--- src/rtl/pwmtmr_pkg.sv ---
package pwmtmr_pkg;

    typedef enum logic [1:0] {
        MODE_STOP = 2'd0,
        MODE_UP   = 2'd1,
        MODE_DOWN = 2'd2,
        MODE_HALT = 2'd3
    } cnt_mode_e;

    typedef enum logic [1:0] {
        ST_STOP = 2'd0,
        ST_PHA  = 2'd1,
        ST_PHB  = 2'd2
    } phase_e;

    localparam int ADDR_W = 3;
    localparam logic [ADDR_W-1:0] A_CTRL = 3'd0;
    localparam logic [ADDR_W-1:0] A_CMPA = 3'd1;
    localparam logic [ADDR_W-1:0] A_CMPB = 3'd2;
    localparam logic [ADDR_W-1:0] A_PREA = 3'd3;
    localparam logic [ADDR_W-1:0] A_PREB = 3'd4;
    localparam logic [ADDR_W-1:0] A_CNT  = 3'd5;
    localparam logic [ADDR_W-1:0] A_FLAG = 3'd6;
    localparam logic [ADDR_W-1:0] A_IEN  = 3'd7;

    localparam int NFLAG  = 4;
    localparam int FL_ANY = 0;
    localparam int FL_A   = 1;
    localparam int FL_B   = 2;
    localparam int FL_OVF = 3;

    localparam int CB_REINIT = 2;
    localparam int CB_INV    = 3;
    localparam int CB_OE     = 4;
    localparam int CB_FORCE  = 5;
    localparam int CTRL_W    = CB_FORCE + 1;

endpackage

--- src/rtl/pwmtmr_regs.sv ---
module pwmtmr_regs
    import pwmtmr_pkg::*;
#(
    parameter int WIDTH = 16
) (
    input  logic              clk,
    input  logic              rst_n,
    input  logic              wr_en,
    input  logic [ADDR_W-1:0] wr_addr,
    input  logic [WIDTH-1:0]  wr_data,
    input  logic              hit_a,
    input  logic              hit_b,
    output cnt_mode_e         mode,
    output logic              reinit,
    output logic              inv,
    output logic              oe,
    output logic              force_pulse,
    output logic [WIDTH-1:0]  cmp_a,
    output logic [WIDTH-1:0]  cmp_b,
    output logic [WIDTH-1:0]  pre_a,
    output logic [WIDTH-1:0]  pre_b,
    output logic [WIDTH-1:0]  load_val,
    output logic [NFLAG-1:0]  irq_en
);

    logic wr_ctrl, wr_cmpa, wr_cmpb;

    assign wr_ctrl     = wr_en && (wr_addr == A_CTRL);
    assign wr_cmpa     = wr_en && (wr_addr == A_CMPA);
    assign wr_cmpb     = wr_en && (wr_addr == A_CMPB);
    assign force_pulse = wr_ctrl && wr_data[CB_FORCE];

    always_ff @(posedge clk or negedge rst_n) begin
        if (!rst_n) begin
            mode     <= MODE_STOP;
            reinit   <= 1'b0;
            inv      <= 1'b0;
            oe       <= 1'b0;
            pre_a    <= '0;
            pre_b    <= '0;
            load_val <= '0;
            irq_en   <= '0;
        end else if (wr_en) begin
            case (wr_addr)
                A_CTRL: begin
                    mode   <= cnt_mode_e'(wr_data[1:0]);
                    reinit <= wr_data[CB_REINIT];
                    inv    <= wr_data[CB_INV];
                    oe     <= wr_data[CB_OE];
                end
                A_PREA:  pre_a    <= wr_data;
                A_PREB:  pre_b    <= wr_data;
                A_CNT:   load_val <= wr_data;
                A_IEN:   irq_en   <= wr_data[NFLAG-1:0];
                default: ;
            endcase
        end
    end

    // Live compares: a software write wins over the hardware refresh.
    always_ff @(posedge clk or negedge rst_n) begin
        if (!rst_n) begin
            cmp_a <= '0;
            cmp_b <= '0;
        end else begin
            if (wr_cmpa)    cmp_a <= wr_data;
            else if (hit_b) cmp_a <= pre_a;
            if (wr_cmpb)    cmp_b <= wr_data;
            else if (hit_a) cmp_b <= pre_b;
        end
    end


    reload_b_chk: assert property (@(posedge clk) disable iff (!rst_n)
        (hit_a && !wr_cmpb) |=> (cmp_b == $past(pre_b)));

    reload_a_chk: assert property (@(posedge clk) disable iff (!rst_n)
        (hit_b && !wr_cmpa) |=> (cmp_a == $past(pre_a)));

endmodule

--- src/rtl/pwmtmr_core.sv ---
module pwmtmr_core
    import pwmtmr_pkg::*;
#(
    parameter int WIDTH = 16
) (
    input  logic             clk,
    input  logic             rst_n,
    input  logic             tick,
    input  cnt_mode_e        mode,
    input  logic             reinit,
    input  logic             force_low,
    input  logic [WIDTH-1:0] cmp_a,
    input  logic [WIDTH-1:0] cmp_b,
    input  logic [WIDTH-1:0] pre_a,
    input  logic [WIDTH-1:0] pre_b,
    input  logic [WIDTH-1:0] load_val,
    output logic [WIDTH-1:0] cnt_q,
    output logic             oflag_q,
    output logic             hit_a,
    output logic             hit_b,
    output logic             ovf
);

    phase_e           st_q, st_d, first_ph;
    logic             running, up, in_run, hit, skip, first_zero;
    logic [WIDTH-1:0] nxt, act;

    always_comb begin
        running    = (mode == MODE_UP) || (mode == MODE_DOWN);
        up         = (mode == MODE_UP);
        in_run     = (st_q != ST_STOP) && running;
        nxt        = up ? cnt_q + 1'b1 : cnt_q - 1'b1;
        act        = (st_q == ST_PHA) ? cmp_a : cmp_b;
        hit        = in_run && tick && (nxt == act);
        hit_a      = hit && (st_q == ST_PHA);
        hit_b      = hit && (st_q == ST_PHB);
        ovf        = in_run && tick && (up ? (&cnt_q) : (cnt_q == '0));
        skip       = (((st_q == ST_PHA) ? pre_b : pre_a) == '0);
        first_zero = up ? (cmp_a == '0) : (cmp_b == '0);
        first_ph   = (up ^ first_zero) ? ST_PHA : ST_PHB;
    end

    // Next-state logic
    always_comb begin
        st_d = st_q;
        unique case (st_q)
            ST_STOP: if (running) st_d = first_ph;
            ST_PHA: begin
                if (!running)          st_d = ST_STOP;
                else if (hit && !skip) st_d = ST_PHB;
            end
            ST_PHB: begin
                if (!running)          st_d = ST_STOP;
                else if (hit && !skip) st_d = ST_PHA;
            end
            default: st_d = ST_STOP;
        endcase
    end

    // State register
    always_ff @(posedge clk or negedge rst_n) begin
        if (!rst_n) st_q <= ST_STOP;
        else        st_q <= st_d;
    end

    // Counter and output flag
    always_ff @(posedge clk or negedge rst_n) begin
        if (!rst_n) begin
            cnt_q   <= '0;
            oflag_q <= 1'b0;
        end else if (!running) begin
            cnt_q   <= '0;
            oflag_q <= 1'b0;
        end else if (st_q == ST_STOP) begin
            cnt_q   <= load_val;
            oflag_q <= first_zero;
        end else begin
            if (tick) cnt_q <= (hit && reinit) ? load_val : nxt;
            if (force_low)         oflag_q <= 1'b0;
            else if (hit && !skip) oflag_q <= ~oflag_q;
        end
    end


    stop_clears_chk: assert property (@(posedge clk) disable iff (!rst_n)
        !running |=> (cnt_q == '0 && !oflag_q));

    hold_no_tick_chk: assert property (@(posedge clk) disable iff (!rst_n)
        (in_run && !tick) |=> $stable(cnt_q));

    toggle_on_switch_chk: assert property (@(posedge clk) disable iff (!rst_n)
        (hit && !skip && !force_low) |=> (oflag_q != $past(oflag_q)));

    force_low_chk: assert property (@(posedge clk) disable iff (!rst_n)
        (force_low && in_run) |=> !oflag_q);

    skip_holds_chk: assert property (@(posedge clk) disable iff (!rst_n)
        (hit && skip && !force_low) |=> $stable(oflag_q));

endmodule

--- src/rtl/pwmtmr_flags.sv ---
module pwmtmr_flags
    import pwmtmr_pkg::*;
(
    input  logic              clk,
    input  logic              rst_n,
    input  logic              hit_a,
    input  logic              hit_b,
    input  logic              ovf,
    input  logic              wr_en,
    input  logic [ADDR_W-1:0] wr_addr,
    input  logic [NFLAG-1:0]  wr_bits,
    input  logic [NFLAG-1:0]  irq_en,
    output logic [NFLAG-1:0]  flags,
    output logic              irq
);

    logic [NFLAG-1:0] set, clr;

    always_comb begin
        set         = '0;
        set[FL_ANY] = hit_a | hit_b;
        set[FL_A]   = hit_a;
        set[FL_B]   = hit_b;
        set[FL_OVF] = ovf;
        clr         = (wr_en && (wr_addr == A_FLAG)) ? wr_bits : '0;
    end

    for (genvar i = 0; i < NFLAG; i++) begin : g_bit
        logic q;
        always_ff @(posedge clk or negedge rst_n) begin
            if (!rst_n) q <= 1'b0;
            else        q <= set[i] | (q & ~clr[i]);
        end
        assign flags[i] = q;


        sticky_chk: assert property (@(posedge clk) disable iff (!rst_n)
            (q && !clr[i]) |=> q);

        set_wins_chk: assert property (@(posedge clk) disable iff (!rst_n)
            set[i] |=> q);
    end

    assign irq = |(flags & irq_en);

endmodule

--- src/rtl/pwmtmr_ch.sv ---
module pwmtmr_ch
    import pwmtmr_pkg::*;
#(
    parameter int WIDTH = 16
) (
    input  logic              clk,
    input  logic              rst_n,
    input  logic              cnt_en,
    input  logic              wr_en,
    input  logic [2:0]        wr_addr,
    input  logic [WIDTH-1:0]  wr_data,
    input  logic [2:0]        rd_addr,
    output logic [WIDTH-1:0]  rd_data,
    output logic              pwm_out,
    output logic              pwm_oe,
    output logic [3:0]        flags,
    output logic              irq
);

    localparam int CTRL_PAD = WIDTH - (CTRL_W - 1);

    cnt_mode_e        mode;
    logic             reinit, inv, oe, force_pulse, oflag, hit_a, hit_b, ovf;
    logic [WIDTH-1:0] cmp_a, cmp_b, pre_a, pre_b, load_val, cnt;
    logic [NFLAG-1:0] irq_en, flags_w;

    pwmtmr_regs #(.WIDTH(WIDTH)) u_regs (
        .clk(clk), .rst_n(rst_n), .wr_en(wr_en), .wr_addr(wr_addr),
        .wr_data(wr_data), .hit_a(hit_a), .hit_b(hit_b), .mode(mode),
        .reinit(reinit), .inv(inv), .oe(oe), .force_pulse(force_pulse),
        .cmp_a(cmp_a), .cmp_b(cmp_b), .pre_a(pre_a), .pre_b(pre_b),
        .load_val(load_val), .irq_en(irq_en)
    );

    pwmtmr_core #(.WIDTH(WIDTH)) u_core (
        .clk(clk), .rst_n(rst_n), .tick(cnt_en), .mode(mode),
        .reinit(reinit), .force_low(force_pulse), .cmp_a(cmp_a),
        .cmp_b(cmp_b), .pre_a(pre_a), .pre_b(pre_b), .load_val(load_val),
        .cnt_q(cnt), .oflag_q(oflag), .hit_a(hit_a), .hit_b(hit_b), .ovf(ovf)
    );

    pwmtmr_flags u_flags (
        .clk(clk), .rst_n(rst_n), .hit_a(hit_a), .hit_b(hit_b), .ovf(ovf),
        .wr_en(wr_en), .wr_addr(wr_addr), .wr_bits(wr_data[NFLAG-1:0]),
        .irq_en(irq_en), .flags(flags_w), .irq(irq)
    );

    assign flags   = flags_w;
    assign pwm_oe  = oe;
    assign pwm_out = oe & (oflag ^ inv);

    always_comb begin
        rd_data = '0;
        unique case (rd_addr)
            A_CTRL: rd_data = {{CTRL_PAD{1'b0}}, oe, inv, reinit, mode};
            A_CMPA: rd_data = cmp_a;
            A_CMPB: rd_data = cmp_b;
            A_PREA: rd_data = pre_a;
            A_PREB: rd_data = pre_b;
            A_CNT:  rd_data = cnt;
            A_FLAG: rd_data = {{(WIDTH-NFLAG){1'b0}}, flags_w};
            A_IEN:  rd_data = {{(WIDTH-NFLAG){1'b0}}, irq_en};
            default: rd_data = '0;
        endcase
    end

endmodule

--- config.mk ---
export PLATFORM = sky130hd
export DESIGN_NAME = pwmtmr_ch
export DESIGN_NICKNAME = d
export VERILOG_FILES = /design/src/rtl/pwmtmr_pkg.sv /design/src/rtl/pwmtmr_regs.sv /design/src/rtl/pwmtmr_core.sv /design/src/rtl/pwmtmr_flags.sv /design/src/rtl/pwmtmr_ch.sv
export SDC_FILE = /design/constraint.sdc
export NUM_CORES = 1
export LEC_CHECK = 0
export BUFFER_PORTS_ARGS = -buffer_cell sky130_fd_sc_hd__clkbuf_2
export CAP_MARGIN = 25
export CORE_MARGIN = 2
export CORE_UTILIZATION = 45
export DETAILED_ROUTE_END_ITERATION = 8
export HOLD_SLACK_MARGIN = 0.12
export SETUP_SLACK_MARGIN = 0.2
export SLEW_MARGIN = 20
export SYNTH_ARGS = -nofsm -noshare
export SYNTH_HDL_FRONTEND = slang
export SYNTH_SLANG_ARGS = --single-unit
--- constraint.sdc ---
create_clock -name clk -period 6.89 [get_ports clk]
set_clock_uncertainty 0.1 [all_clocks]
set_input_delay 0.689 -clock clk [delete_from_list [all_inputs] [get_ports clk]]
set_output_delay 0.689 -clock clk [all_outputs]
set_load 0.005 [all_outputs]
# ---- Word-level counts from Yosys, hierarchy flattened
# Cells that the tools add are included.
dict set report word_totals {
  elab_cells 120
  ff_bits 112
  output_inout_bits 23
}
dict set report classes {
  eq_ne 24
  n_mux 26
  n_bitwise 18
  addsub 2
  n_reduce_logical 33
}
# cell count
set op_table {}
lappend op_table {{2-to-1 mux 16 bit} 11}
lappend op_table {{case mux 16 bit (8 select lines)} 1}
lappend op_table {{zero test 16 bit} 4}
lappend op_table {{== test 3 bit, second input constant} 8}
lappend op_table {{adder 16 x 1 -> 16 bit, second input constant} 1}
lappend op_table {{== test 16 bit} 1}
lappend op_table {{AND reduction 16 bit} 1}
lappend op_table {{subtractor 16 x 1 -> 16 bit, second input constant} 1}
lappend op_table {{logical AND 1 bit} 13}
lappend op_table {{== test 3 x 2 -> 1 bit, second input constant} 4}
lappend op_table {{2-to-1 mux 2 bit} 6}
lappend op_table {{AND reduction 2 bit} 5}
lappend op_table {{inequality test 3 bit, second input constant} 3}
lappend op_table {{== test 3 x 1 -> 1 bit, second input constant} 2}
lappend op_table {{zero test 3 bit} 2}
lappend op_table {{2-to-1 mux 1 bit} 6}
lappend op_table {{case mux 2 bit (3 select lines)} 1}
lappend op_table {{nonzero test 2 bit} 3}
lappend op_table {{bitwise AND 1 bit} 5}
lappend op_table {{NOT 1 bit} 5}
lappend op_table {{bitwise OR 1 bit} 5}
lappend op_table {{bitwise AND 4 bit} 1}
lappend op_table {{== test 2 x 1 -> 1 bit, second input constant} 2}
lappend op_table {{== test 2 bit, second input constant} 2}
lappend op_table {{other kinds (9)} 10}

# ---- Depth between registers and ports, before layout
# Gate-level depths: netlist (run 1).
dict set report logic_depth {
  word_depth 10
  mapped_depth 17
  ltp_nobuf 13
}

# ---- Cells and area by module
# Synthesis (run 1) repeated with hierarchy kept, for this count alone.
dict set report unflattened {
  hier_cells 675
  area_unflattened_um2 7692.4
}
# mod area_each_um2 seq_area_each_um2 cells_per_inst instances
set by_module_without_submodules {}
lappend by_module_without_submodules {pwmtmr_regs 3821.2 2227.1 231 1}
lappend by_module_without_submodules {pwmtmr_core 2793.9 475.5 322 1}
lappend by_module_without_submodules {pwmtmr_ch 852.1 0.0 99 1}
lappend by_module_without_submodules {pwmtmr_flags 225.2 100.1 23 1}

# ---- Least setup slack after synthesis (run 1)
# OpenSTA, ideal clock, no wires.
dict set report synth_path {
  path_kind {register to register}
  from {register u_regs.mode[0]}
  to {register u_regs.cmp_a[0]}
  t_arrival_ns 3.615
  path_buffers 1
  setup_time_ns 0.125
  path_slack_ns 3.050
  t_required_ns 6.665
  path_stages_with_launch 14
  path_cell_list {dfrtp_1 -> ha_1 -> inv_1 -> ha_1 -> a211o_1 -> a221oi_4 -> a2111oi_0 -> nor3_1 -> xnor2_1 -> nand3_1 -> nor3_4 -> a21oi_4 -> buf_6 -> mux2_4}
}
dict set report synth_between {
  elab_chain_cells 7
  word_cells_on_any_way 10
  classes_between {eq/ne: 3; mux: 1; reduce/logical: 6}
}
# item line
set synth_rtl {}
lappend synth_rtl {{from (decl)} pwmtmr_regs.sv:13} ;# output cnt_mode_e mode,
lappend synth_rtl {{from (signal assigned)} pwmtmr_regs.sv:46} ;# mode <= cnt_mode_e'(wr_data[1:0]);
lappend synth_rtl {{parallel branches: the longest is 4 deep, another holds 2-to-1 mux 16 bit} -}
lappend synth_rtl {{logical AND 1 bit (*)} pwmtmr_core.sv:34} ;# hit = in_run && tick && (nxt == act);
lappend synth_rtl {{logical AND 1 bit (*)} pwmtmr_core.sv:36} ;# hit_b = hit && (st_q == ST_PHB);
lappend synth_rtl {{nonzero test 2 bit (no line) (*)} -}
lappend synth_rtl {{to (signal assigned)} pwmtmr_regs.sv:66} ;# if (wr_cmpa) cmp_a <= wr_data;
lappend synth_rtl {{to (signal assigned)} pwmtmr_regs.sv:67} ;# else if (hit_b) cmp_a <= pre_a;
lappend synth_rtl {{to (decl)} pwmtmr_regs.sv:18} ;# output logic [WIDTH-1:0] cmp_a,
# Every way passes the cells marked *.
# A chain may end at the register's enable or synchronous reset.

# ---- Final worst setup path (run 1)
dict set report layout_path {
  from {register u_regs.mode[1]}
  to {register u_core.cnt_q[0]}
}
dict set report layout_between {
  elab_chain_cells 10
  word_cells_on_any_way 14
  classes_between {eq/ne: 4; mux: 5; reduce/logical: 5}
}
# item line
set layout_rtl {}
lappend layout_rtl {{parallel branches: the longest is 10 deep, another holds 2-to-1 mux 16 bit} -}
lappend layout_rtl {{to (signal assigned)} pwmtmr_core.sv:75} ;# cnt_q <= load_val;
lappend layout_rtl {{to (signal assigned)} pwmtmr_core.sv:78} ;# if (tick) cnt_q <= (hit && reinit) ? load_val : nxt;
lappend layout_rtl {{to (decl)} pwmtmr_core.sv:17} ;# output logic [WIDTH-1:0] cnt_q,
# Several ways; the timed one is not identified. The select of a mux whose other input is x is not followed.

==> out/metrics.yaml, run 1 <==
logic_synthesis:
  synth_fp_nets: 725
  yosysWarningCount: 0
  synth.distinct_cells: 67
  syn_area_per_cell_sq_um: 10.9
  synth_top_area_share_pct: 37.6
  syn_inst: 681
  synth_common_cells: "114 x mux2_2, 112 x dfrtp_1, 48 x nand2_1, 30 x mux2i_1, 28 x o21ai_0"
  synth_most_common_cell: "mux2_2"
  async_flop_share_pct: 100
  seq_area_frac_synth_pct: 37.6
  yosysTopAreaCell: "dfrtp_1"
  synth-edff-count: 0
  synthFlopType: "dfrtp_1"
  netlist_area_sq_um: 7450
  yosys_register_bits: 112
  synth_area_leaders: "dfrtp_1 38%, mux2_2 17%, mux2i_1 4.0%, mux2_4 3.2%, ha_1 2.9%"
pwr:
  power.leakage_nw: 3.45
  switching_share_pct: 42.9
  pwr-share-clk_pct: 16.7
  vdd_drop_max_mv: 0.173
  combPwrFrac_pct: 50.6
  internal-power_w: 0.00190
  switchingPower_w: 0.00142
  pwr-share-seq_pct: 32.7
  powerDensity_nw_per_um2: 406
worst_setup_path:
  critPathMaxFanout: 18
  arrival_ns: 4.94
  endpoint_kind: "register"
  crit_top_cell: "inv_1"
  cp_slowest_cell: "or2_1"
  path_cells: "inv_1, ha_1, inv_1, fa_1, a21oi_1, o211a_1, o21bai_1, nor3_1, xor2_1, nand4_2, nor3_2, buf_4, or2_1, o211ai_1"
  crit_required_ns: 7.00
  path_class: "register to register"
  cp-start-kind: "register"
  slowest_delay_ns: 0.69
sta:
  fin_crit_sh_pct: 70.2
  clock.fmax_mhz: 207
  finalHoldViolCount: 0
  min_period_ns: 4.83
  tns_ns: 0
  setup_viol: 0
  worstMarginPinSlew_ns: 0.839
  rsz0062_at_grt: "false"
  worst_slack_ns: 2.06
  maxSlewViolCount: 0
  slew_headroom_pct: 44.1
detailed_routing:
  drt_wl_total_microns: 21400
  wl_per_cell_microns: 22.9
  vias: 5772
  viasPerCell: 6.18
  drt-pass1-iter-count: 5
  drc: 0
  detail-route-antenna-nets: 0
  drt_iter0_markers: 415
clocking:
  htreeDepth: 3
  clock_path_buffers: 2
  root_buffer: "clkbuf_16"
  hold_buffers: 0
  path_clk_slew_ns: 0.08
  clock-sinks: 112
  cts_setup_buffers: 0
  cts_tree: "built"
  cts_resized: 0
  clk_latency_ns: 0.36
  cts_buffers: 9
finish:
  drive_above_1_share_pct: 33.5
  num-nets-final: 753
  syn_to_final_growth_pct: 9.91
  antenna_cells: 0
floorplan:
  core_sq_um: 16400
  io_pins: 49
  die_height_microns: 133
  die_x_microns: 133
  die-area_sq_um: 17600
  rows: 47
  start_util_pct: 45.4
global_routing:
  track_usage_pct: 25.0
  antenna_found_initial: 0
  grt_max_degree: 59
  grt_remaining_overflow: 0
  first_global_vias: 5772
  grt_first_pass_wirelength_microns: 34000
placed_design:
  pre_cts_ws_ns: 2.02
  gp_congestion: 0.912
  portBuffers: 48
  hpwl_microns: 15600
job:
  drv_cap: 0
worst_hold_path:
  hold_class: "input port to async pin"
outcome:
  status: "finished clean"
## metal layers
metal,vias to the layer above,wire [microns],global-route usage (%)
met5,-,0,0
met4,0,437,8.36
met3,29,1150,2.49
met2,191,9680,37.7
met1,2941,10200,37.8
li1,2611,-,-
## flip-flops by register name, indices dropped and copies added, names as in the netlist
| register | cells |
|---|---|
| u_regs.reinit | 1 |
| u_regs.mode | 2 |
| u_core.oflag_q | 1 |
| u_regs.pre_a | 16 |
| u_regs.cmp_b | 16 |
| u_regs.load_val | 16 |
| u_regs.pre_b | 16 |
| u_core.st_q | 2 |
| u_core.cnt_q | 16 |
| u_flags.g_bit.q | 4 |
| u_regs.cmp_a | 16 |
| u_regs.oe | 1 |
| u_regs.inv | 1 |
| u_regs.irq_en | 4 |
## worst max-delay path: cells and delay by family, from the launching register on
family	cells	cell delay [ns]
fa+ha+maj	2	0.82
flops	1	0.38
compound gates	4	0.93
buf+inv	3	0.68
simple gates	4	1.51
xor+xnor	1	0.27
## power by group through the flow
| stage | sequential (W) | clock (W) | combinational, W |
|---|---|---|---|
| 3_5_place_dp | 0.00109 | 0 | 0.00166 |
| 2_1_floorplan | 0.000984 | 0 | 0.00132 |
| 5_1_grt | 0.00111 | 0.000594 | 0.00184 |
| 3_3_place_gp | 0.00108 | 0 | 0.00163 |
| 4_1_cts | 0.00108 | 0.000564 | 0.00168 |
| 6_report | 0.00109 | 0.000555 | 0.00168 |
## cell usage in the layout, fill, tap and decap left out, types with 3 or more instances in the layout
cell / n
nand3_1: 9
clkbuf_2: 47
o22ai_1: 11
mux2_1: 4
o31ai_1: 3
inv_1: 6
mux2i_1: 30
and2_1: 5
clkbuf_16: 9
nor2_1: 15
mux2_4: 16
mux4_2: 4
mux2_2: 114
nor3_2: 4
nand2b_1: 5
nor3_1: 8
a22oi_1: 12
dfrtp_1: 112
nand4_1: 11
a21oi_1: 26
o21ai_0: 28
nor3b_1: 15
clkinvlp_4: 3
o211ai_1: 5
o211ai_2: 9
o211a_1: 3
o21bai_1: 3
ha_1: 17
nor2b_1: 6
a221o_1: 3
buf_4: 13
nor4_1: 21
xnor2_1: 20
nand2_1: 48
xor2_1: 12
## stage by stage
step	hold slack, ns	power [W]	instance area, sq um	cells	utilization (%)
finish	0.289	0.00333	8190	934	49.9
global route	0.332	0.00355	8190	934	49.9
CTS	0.311	0.00332	8180	933	49.9
detailed placement	0.389	0.00275	7880	917	48.0
global placement	0.383	0.00272	7840	914	47.8
floorplan	0.293	0.00230	7450	681	-
## path summary, 6_finish.rpt
check | from | endpoint | slack, ns | cells past startpoint
setup / recovery | u_regs.mode[1] | u_core.cnt_q[0] | 2.06 | 14
hold / removal | rst_n | u_regs.pre_b[13] | 0.29 | 1
setup reg to reg | u_regs.mode[1] | u_core.cnt_q[0] | 2.06 | 14
hold reg to reg | u_regs.load_val[12] | u_regs.load_val[12] | 0.41 | 1
max in group asynchronous | rst_n | u_regs.cmp_b[4] | 5.12 | 2
min in group clk | u_regs.load_val[12] | u_regs.load_val[12] | 0.41 | 1
## cell families (layout without fill, tap and decap cells)
| family | Yosys count | count (layout) | synth area share, % |
|---|---|---|---|
| AO/OA/AOI/OAI | 133 | 133 | 12.9 |
| XOR/XNOR | 34 | 34 | 4.37 |
| adder cells (fa/ha/maj) | 18 | 18 | 3.12 |
| flip-flops | 112 | 112 | 37.6 |
| AND/OR/NAND/NOR | 165 | 165 | 12.4 |
| multiplexers | 168 | 168 | 26.3 |
| buffers and inverters | 51 | 84 | 3.26 |
## area by class of cell
cell class                      count  area, sq um
Fill cell                        1486         8220
Multi-Input combinational cell    518         4430
Sequential cell                   112         2800
Timing Repair Buffer               62          355
Tap cell                          220          275
Clock buffer                        9          225
Clock inverter                      7         80.1
Inverter                            6         22.5
(Power assumes the default switching activity.)
==> run 2, diff against run 1 <==
Settings changed: ABC_AREA set to 1.
Clock period 6.89 ns to 4.7 ns, I/O delays scaled along.
==> out/metrics.yaml, run 2 <==
placed_design:
  hpwl_microns: 17000  # +9.2%
  gp_congestion: 0.918  # +0.69%
  portBuffers: 48  # unchanged
  pre_cts_ws_ns: 0.917  # -1.11 ns
clocking:
  clock_path_buffers: 2  # unchanged
  hold_buffers: 1  # +1
  htreeDepth: 3  # unchanged
  clk_latency_ns: 0.36  # about the same
  cts_buffers: 9  # unchanged
  path_clk_slew_ns: 0.07  # about the same
  clock-sinks: 112  # unchanged
  root_buffer: "clkbuf_16"
  cts_tree: "built"
  cts_setup_buffers: 0  # unchanged
  cts_resized: 0  # unchanged
logic_synthesis:
  yosys_register_bits: 112  # unchanged
  syn_inst: 1037  # +52%
  async_flop_share_pct: 100  # unchanged
  yosysWarningCount: 0  # unchanged
  synth_area_leaders: "dfrtp_1 39%, nand2_1 16%, o21ai_0 8.6%, inv_1 6.7%, nand3_1 6.5%"
  netlist_area_sq_um: 7270  # -2.4%
  synthFlopType: "dfrtp_1"
  synth_top_area_share_pct: 38.5  # +0.93 points
  synth_common_cells: "308 x nand2_1, 130 x inv_1, 125 x o21ai_0, 112 x dfrtp_1, 95 x nand3_1"
  synth-edff-count: 0  # unchanged
  synth.distinct_cells: 44  # -34%
  yosysTopAreaCell: "dfrtp_1"
  synth_fp_nets: 1081  # +49%
  synth_most_common_cell: "nand2_1"
  syn_area_per_cell_sq_um: 7.01  # -36%
  seq_area_frac_synth_pct: 38.5  # +0.93 points
worst_hold_path:
  whs_path_depth: 3
  hold_class: "input port to register"
floorplan:
  rows: 46  # -2.1%
  start_util_pct: 45.9  # +0.52 points
  io_pins: 49  # unchanged
  die_height_microns: 131  # -1.2%
  core_sq_um: 15800  # -3.5%
  die-area_sq_um: 17200  # -2.3%
  die_x_microns: 131  # -1.2%
global_routing:
  grt_first_pass_wirelength_microns: 36400  # +7.1%
  grt_remaining_overflow: 0  # unchanged
  antenna_found_initial: 0  # unchanged
  track_usage_pct: 26.7  # +1.7 points
  first_global_vias: 6580  # +14%
  grt_max_degree: 51  # -14%
sta:
  fin_crit_sh_pct: 82.8  # +13 points
  setup_viol: 0  # unchanged
  finalHoldViolCount: 0  # unchanged
  rsz0062_at_grt: "false"
  slew_headroom_pct: 52.4  # +8.3 points
  worst_slack_ns: 0.807  # -1.25 ns
  clock.fmax_mhz: 257  # +24%
  worstMarginPinSlew_ns: 0.711  # -0.127 ns
  maxSlewViolCount: 0  # unchanged
  tns_ns: 0  # unchanged
  min_period_ns: 3.89  # -0.941 ns
worst_setup_path:
  rr_worst_depth: 19  # +5
  r2r_slack_ns: 0.81  # -1.25 ns
  cp-start-kind: "register"
  critPathMaxFanout: 32  # +14
  path_class: "register to register"
  crit_required_ns: 4.88  # -2.12 ns
  endpoint_kind: "register"
  arrival_ns: 4.07  # -0.87 ns
detailed_routing:
  drc: 0  # unchanged
  drt-pass1-iter-count: 6  # +1
  drt_iter0_markers: 739  # +78%
  wl_per_cell_microns: 17.5  # -24%
  detail-route-antenna-nets: 0  # unchanged
  viasPerCell: 5.47  # -11%
  drt_wl_total_microns: 22500  # +5.2%
  vias: 7062  # +22%
pwr:
  switchingPower_w: 0.00204  # +43%
  pwr-share-seq_pct: 33.3  # +0.6 points
  internal-power_w: 0.00237  # +25%
  powerDensity_nw_per_um2: 550  # +35%
  combPwrFrac_pct: 48.9  # -1.7 points
  switching_share_pct: 46.2  # +3.4 points
  power.leakage_nw: 4.09  # +18%
  vdd_drop_max_mv: 0.231  # +34%
  pwr-share-clk_pct: 17.8  # +1.1 points
finish:
  num-nets-final: 1114  # +48%
  mostFrequentLayoutCells: "308 x nand2_1, 130 x inv_1, 125 x o21ai_0"
  final_common_cell: "nand2_1"
  syn_to_final_growth_pct: 10.2
  antenna_cells: 0  # unchanged
  drive_above_1_share_pct: 9.40  # -24 points
outcome:
  status: "finished clean"
job:
  drv_cap: 0  # unchanged
==> run 2: metal layers <==
layer	share of wire [%]	track usage, %	vias up
met1	49	40.6	3300
met2	44	40.1	236
met5	0	0	-
met4	1.5	7.49	0
met3	5.3	3.28	26
li1	-	-	3500
==> run 2: kinds of logic after synthesis <==
| kind of cell | share of synthesized area, % |
|---|---|
| AND/OR/NAND/NOR | 30.2 |
| AO/OA/AOI/OAI | 16.8 |
| buffers and inverters | 9.86 |
| flip-flops | 38.5 |
| adder cells (fa/ha/maj) | 3.20 |
| XOR/XNOR | 1.34 |
==> run 2: metrics by stage <==
step / hold WS [ns] / instance area, sq um / std cells / power (W) / utilization [%]
finish: 0.234 / 8010 / 1290 / 0.00441 / 50.6
global route: 0.258 / 8010 / 1290 / 0.00477 / 50.6
CTS: 0.229 / 7970 / 1288 / 0.00439 / 50.4
detailed placement: 0.337 / 7680 / 1272 / 0.00360 / 48.5
global placement: 0.339 / 7640 / 1270 / 0.00359 / 48.2
floorplan: 0.0744 / 7270 / 1037 / 0.00301 / -
==> run 2: power groups by stage <==
stage | Combinational [W] | Sequential [W] | Clock (W)
6_report | 0.00216 | 0.00146 | 0.000784
5_1_grt | 0.00245 | 0.00149 | 0.000829
4_1_cts | 0.00215 | 0.00145 | 0.000789
3_5_place_dp | 0.00213 | 0.00147 | 0
3_3_place_gp | 0.00212 | 0.00147 | 0
2_1_floorplan | 0.00165 | 0.00135 | 0
==> run 2: path summary, 6_finish.rpt <==
kind                                     start                   to
setup / recovery                u_regs.mode[0]      u_regs.cmp_b[9]
hold / removal                      wr_data[3]     u_regs.irq_en[3]
setup reg to reg                u_regs.mode[0]      u_regs.cmp_b[9]
hold reg to reg            u_regs.load_val[10]  u_regs.load_val[10]
max in group asynchronous                rst_n      u_regs.cmp_a[8]
min in group asynchronous                rst_n     u_regs.irq_en[2]
==> run 2: layout make-up <==
| cell class | instances | area (sq um) |
|---|---|---|
| Clock buffer | 11 | 233 |
| Clock inverter | 4 | 52.6 |
| Fill cell | 1640 | 7820 |
| Inverter | 135 | 507 |
| Multi-Input combinational cell | 752 | 3770 |
| Sequential cell | 112 | 2800 |
| Tap cell | 216 | 270 |
| Timing Repair Buffer | 60 | 374 |
==> run 2: critical path: stages (launching register included) <==
cell and delay [ns]:
dfrtp_1 0.41, ha_1 0.26, inv_1 0.46, buf_4 0.27
ha_1 0.32, nand2_1 0.16, inv_1 0.05, nand2_1 0.06
nand2_1 0.04, a21oi_1 0.16, nand3b_1 0.12, nand2_1 0.11
nand2_1 0.05, nand2_1 0.08, nand3_1 0.12, nor2_4 0.18
nand3_2 0.13, nand2_2 0.49, nand2_1 0.13, o21ai_1 0.10
==> run 3, diff against run 2 <==
Settings changed: ABC_AREA 1 to 0.
Clock period 4.7 ns to 3.6 ns, I/O delays scaled along.
==> out/metrics.yaml, run 3 (synthesized netlist as in run 1, its figures left out) <==
placed_design:
  pre_cts_ws_ns: -0.467  # -1.38 ns
  hpwl_microns: 16100  # -5.2%
  portBuffers: 48  # unchanged
  gp_congestion: 0.882  # -3.9%
worst_setup_path:
  crit_buf_inv: 6  # +3
  rr_worst_depth: 17  # -2
  r2r_slack_ns: -0.15  # -0.95 ns
  critPathMaxFanout: 8  # -75%
  endpoint_kind: "register"
  crit_required_ns: 3.74  # -1.14 ns
  r2r_end: "u_regs.cmp_a[0]"
  path_depth: 17  # -2
  crit_end: "u_regs.cmp_a[0]"
  cp_slowest_cell: "dfrtp_1"
  path_cells: "inv_2, ha_4, clkinvlp_4, buf_6, fa_2, a21oi_4, o211a_1, buf_6, xnor2_2, o221ai_2, nor4_2, nand4_2, nor3_4, buf_12, a21oi_4, clkbuf_16, mux2_4"
  r2r-start: "u_regs.mode[1]"
  path_class: "register to register"
  cp-start-kind: "register"
  cpLargestDelayFamily: "buffers and inverters"
  startpoint: "u_regs.mode[1]"
  arrival_ns: 3.89  # -0.18 ns
  slowest_delay_ns: 0.40  # -0.09 ns
detailed_routing:
  viasPerCell: 5.87  # +7.3%
  drt-pass1-iter-count: 5  # -1
  vias: 5998  # -15%
  wl_per_cell_microns: 21.3  # +22%
  drc: 0  # unchanged
  drt_wl_total_microns: 21700  # -3.7%
  detail-route-antenna-nets: 0  # unchanged
  drt_iter0_markers: 348  # -53%
finish:
  antenna_cells: 0  # unchanged
  drive_above_1_share_pct: 46.4  # +37 points
  syn_to_final_growth_pct: 26.2
  mostFrequentLayoutCells: "112 x mux2_2, 112 x dfrtp_1, 78 x buf_4"
  fillers: 1366  # -17%
  num-nets-final: 840  # -25%
sta:
  fin_crit_sh_pct: 104  # +21 points
  rsz0062_at_grt: "true"
  worst_slack_ns: -0.146  # -0.953 ns
  min_period_ns: 3.75  # -0.147 ns
  worstMarginPinSlew_ns: 0.842  # +0.131 ns
  hold_ws_ns: 0.227  # -0.00691 ns
  setup_viol: 51  # +51
  slew_headroom_pct: 43.6  # -8.8 points
  clock.fmax_mhz: 267  # +3.9%
  finalHoldViolCount: 0  # unchanged
  maxSlewViolCount: 0  # unchanged
clocking:
  clk_latency_ns: 0.35  # about the same
  clock-sinks: 112  # unchanged
  root_buffer: "clkbuf_16"
  cts_tree: "built"
  htreeDepth: 3  # unchanged
  path_clk_slew_ns: 0.07  # about the same
  cts_buffers: 9  # unchanged
  clock_path_buffers: 2  # unchanged
floorplan:
  io_pins: 49  # unchanged
  start_util_pct: 45.4  # -0.52 points
  rows: 47  # +2.2%
  die_x_microns: 133  # +1.2%
  core_sq_um: 16400  # +3.7%
  die-area_sq_um: 17600  # +2.4%
  die_height_microns: 133  # +1.2%
outcome:
  status: "finished with violations"
  violations: "negative setup slack"
global_routing:
  grt_max_degree: 64  # +25%
  antenna_found_initial: 0  # unchanged
  first_global_vias: 6152  # -6.5%
  track_usage_pct: 24.8  # -1.9 points
  grt_remaining_overflow: 0  # unchanged
  grt_first_pass_wirelength_microns: 34300  # -5.8%
job:
  drv_cap: 0  # unchanged
pwr:
  power_w: 0.00775  # +76%
  power.leakage_nw: 4.04  # -1.2%
  powerDensity_nw_per_um2: 824  # +50%
  vdd_drop_max_mv: 0.287  # +24%
worst_hold_path:
  hold_class: "input port to register"
-- run 3: changes by cell type in the layout (fill, tap and decap cells not counted), sizes merged, moves of 11 or more --
cell / change
nor2: -42
mux2i: +30
mux2: +134
a22oi: +11
nand2: -265
nand3: -89
inv: -129
a221oi: -15
nor3b: +17
buf: +86
o211ai: +14
o21ai: -120
xnor2: +17
-- run 3: per-layer routing --
metal	GRT usage [%]	routed length [microns]	part of all wire (%)	up-vias
met5	0	0	0	-
met3	2.99	934	4.3	32
met1	34.9	9900	46	3022
met2	39.8	10400	48	141
li1	-	-	-	2803
met4	8.60	505	2.3	0
-- run 3: stage by stage --
step	instances	instance area (sq um)	TNS [ns]	util, %
after global placement	980	8460	-16.51	51.5
final	1021	9400	-3.99	57.3
after CTS	1012	9110	-3.26	55.5
after floorplan	681	7560	-5.98	-
after global routing	1021	9400	-11.53	57.3
after detailed placement	980	8460	-20.30	51.5
-- run 3: layout make-up --
cell class                 count  area (sq um)  area share [%]
inverter                       6          26.3           0.279
tap                          220           275            2.93
clock buffer                  10           229            2.44
timing repair buffer         148          1140            12.1
sequential                   112          2800            29.8
multi-input combinational    519          4860            51.7
clock inverter                 6          67.6           0.719
-- run 3: repair_timing --
action / in CTS / in global routing
buffers inserted: 14 / 6
gates resized for setup: 40 / 40
cloned: 1 / 2
pin swaps: 23 / 39
endpoints found under the setup margin: 54 / 54
hold buffers: 1 / 0
endpoints found under the hold margin: 61 / 0
-- run 3: worst register-to-register path: stages (launching register included) --
cell and delay (ns):
dfrtp_1 0.40, inv_2 0.08, ha_4 0.14, clkinvlp_4 0.15, buf_6 0.17, fa_2 0.36
a21oi_4 0.16, o211a_1 0.21, buf_6 0.12, xnor2_2 0.11, o221ai_2 0.13, nor4_2 0.33
nand4_2 0.21, nor3_4 0.24, buf_12 0.15, a21oi_4 0.08, clkbuf_16 0.20, mux2_4 0.29
-- run 3: worst min-delay path by stage --
stage	from	endpoint	slack (ns)	cells past startpoint
after global routing	wr_data[6]	u_regs.pre_b[6]	0.23	2
after CTS	wr_data[6]	u_regs.pre_b[6]	0.21	2
final	wr_data[15]	u_regs.load_val[15]	0.23	2
after global placement	u_regs.load_val[8]	u_regs.load_val[8]	0.38	1
after floorplan	rst_n	u_core.cnt_q[0]	-0.04	0
after detailed placement	u_regs.load_val[14]	u_regs.load_val[14]	0.39	1
-- run 3: power breakdown --
part,internal [W],switching [W]
Clock,0.000546,0.000475
Sequential,0.00161,0.000425
Combinational,0.00243,0.00226
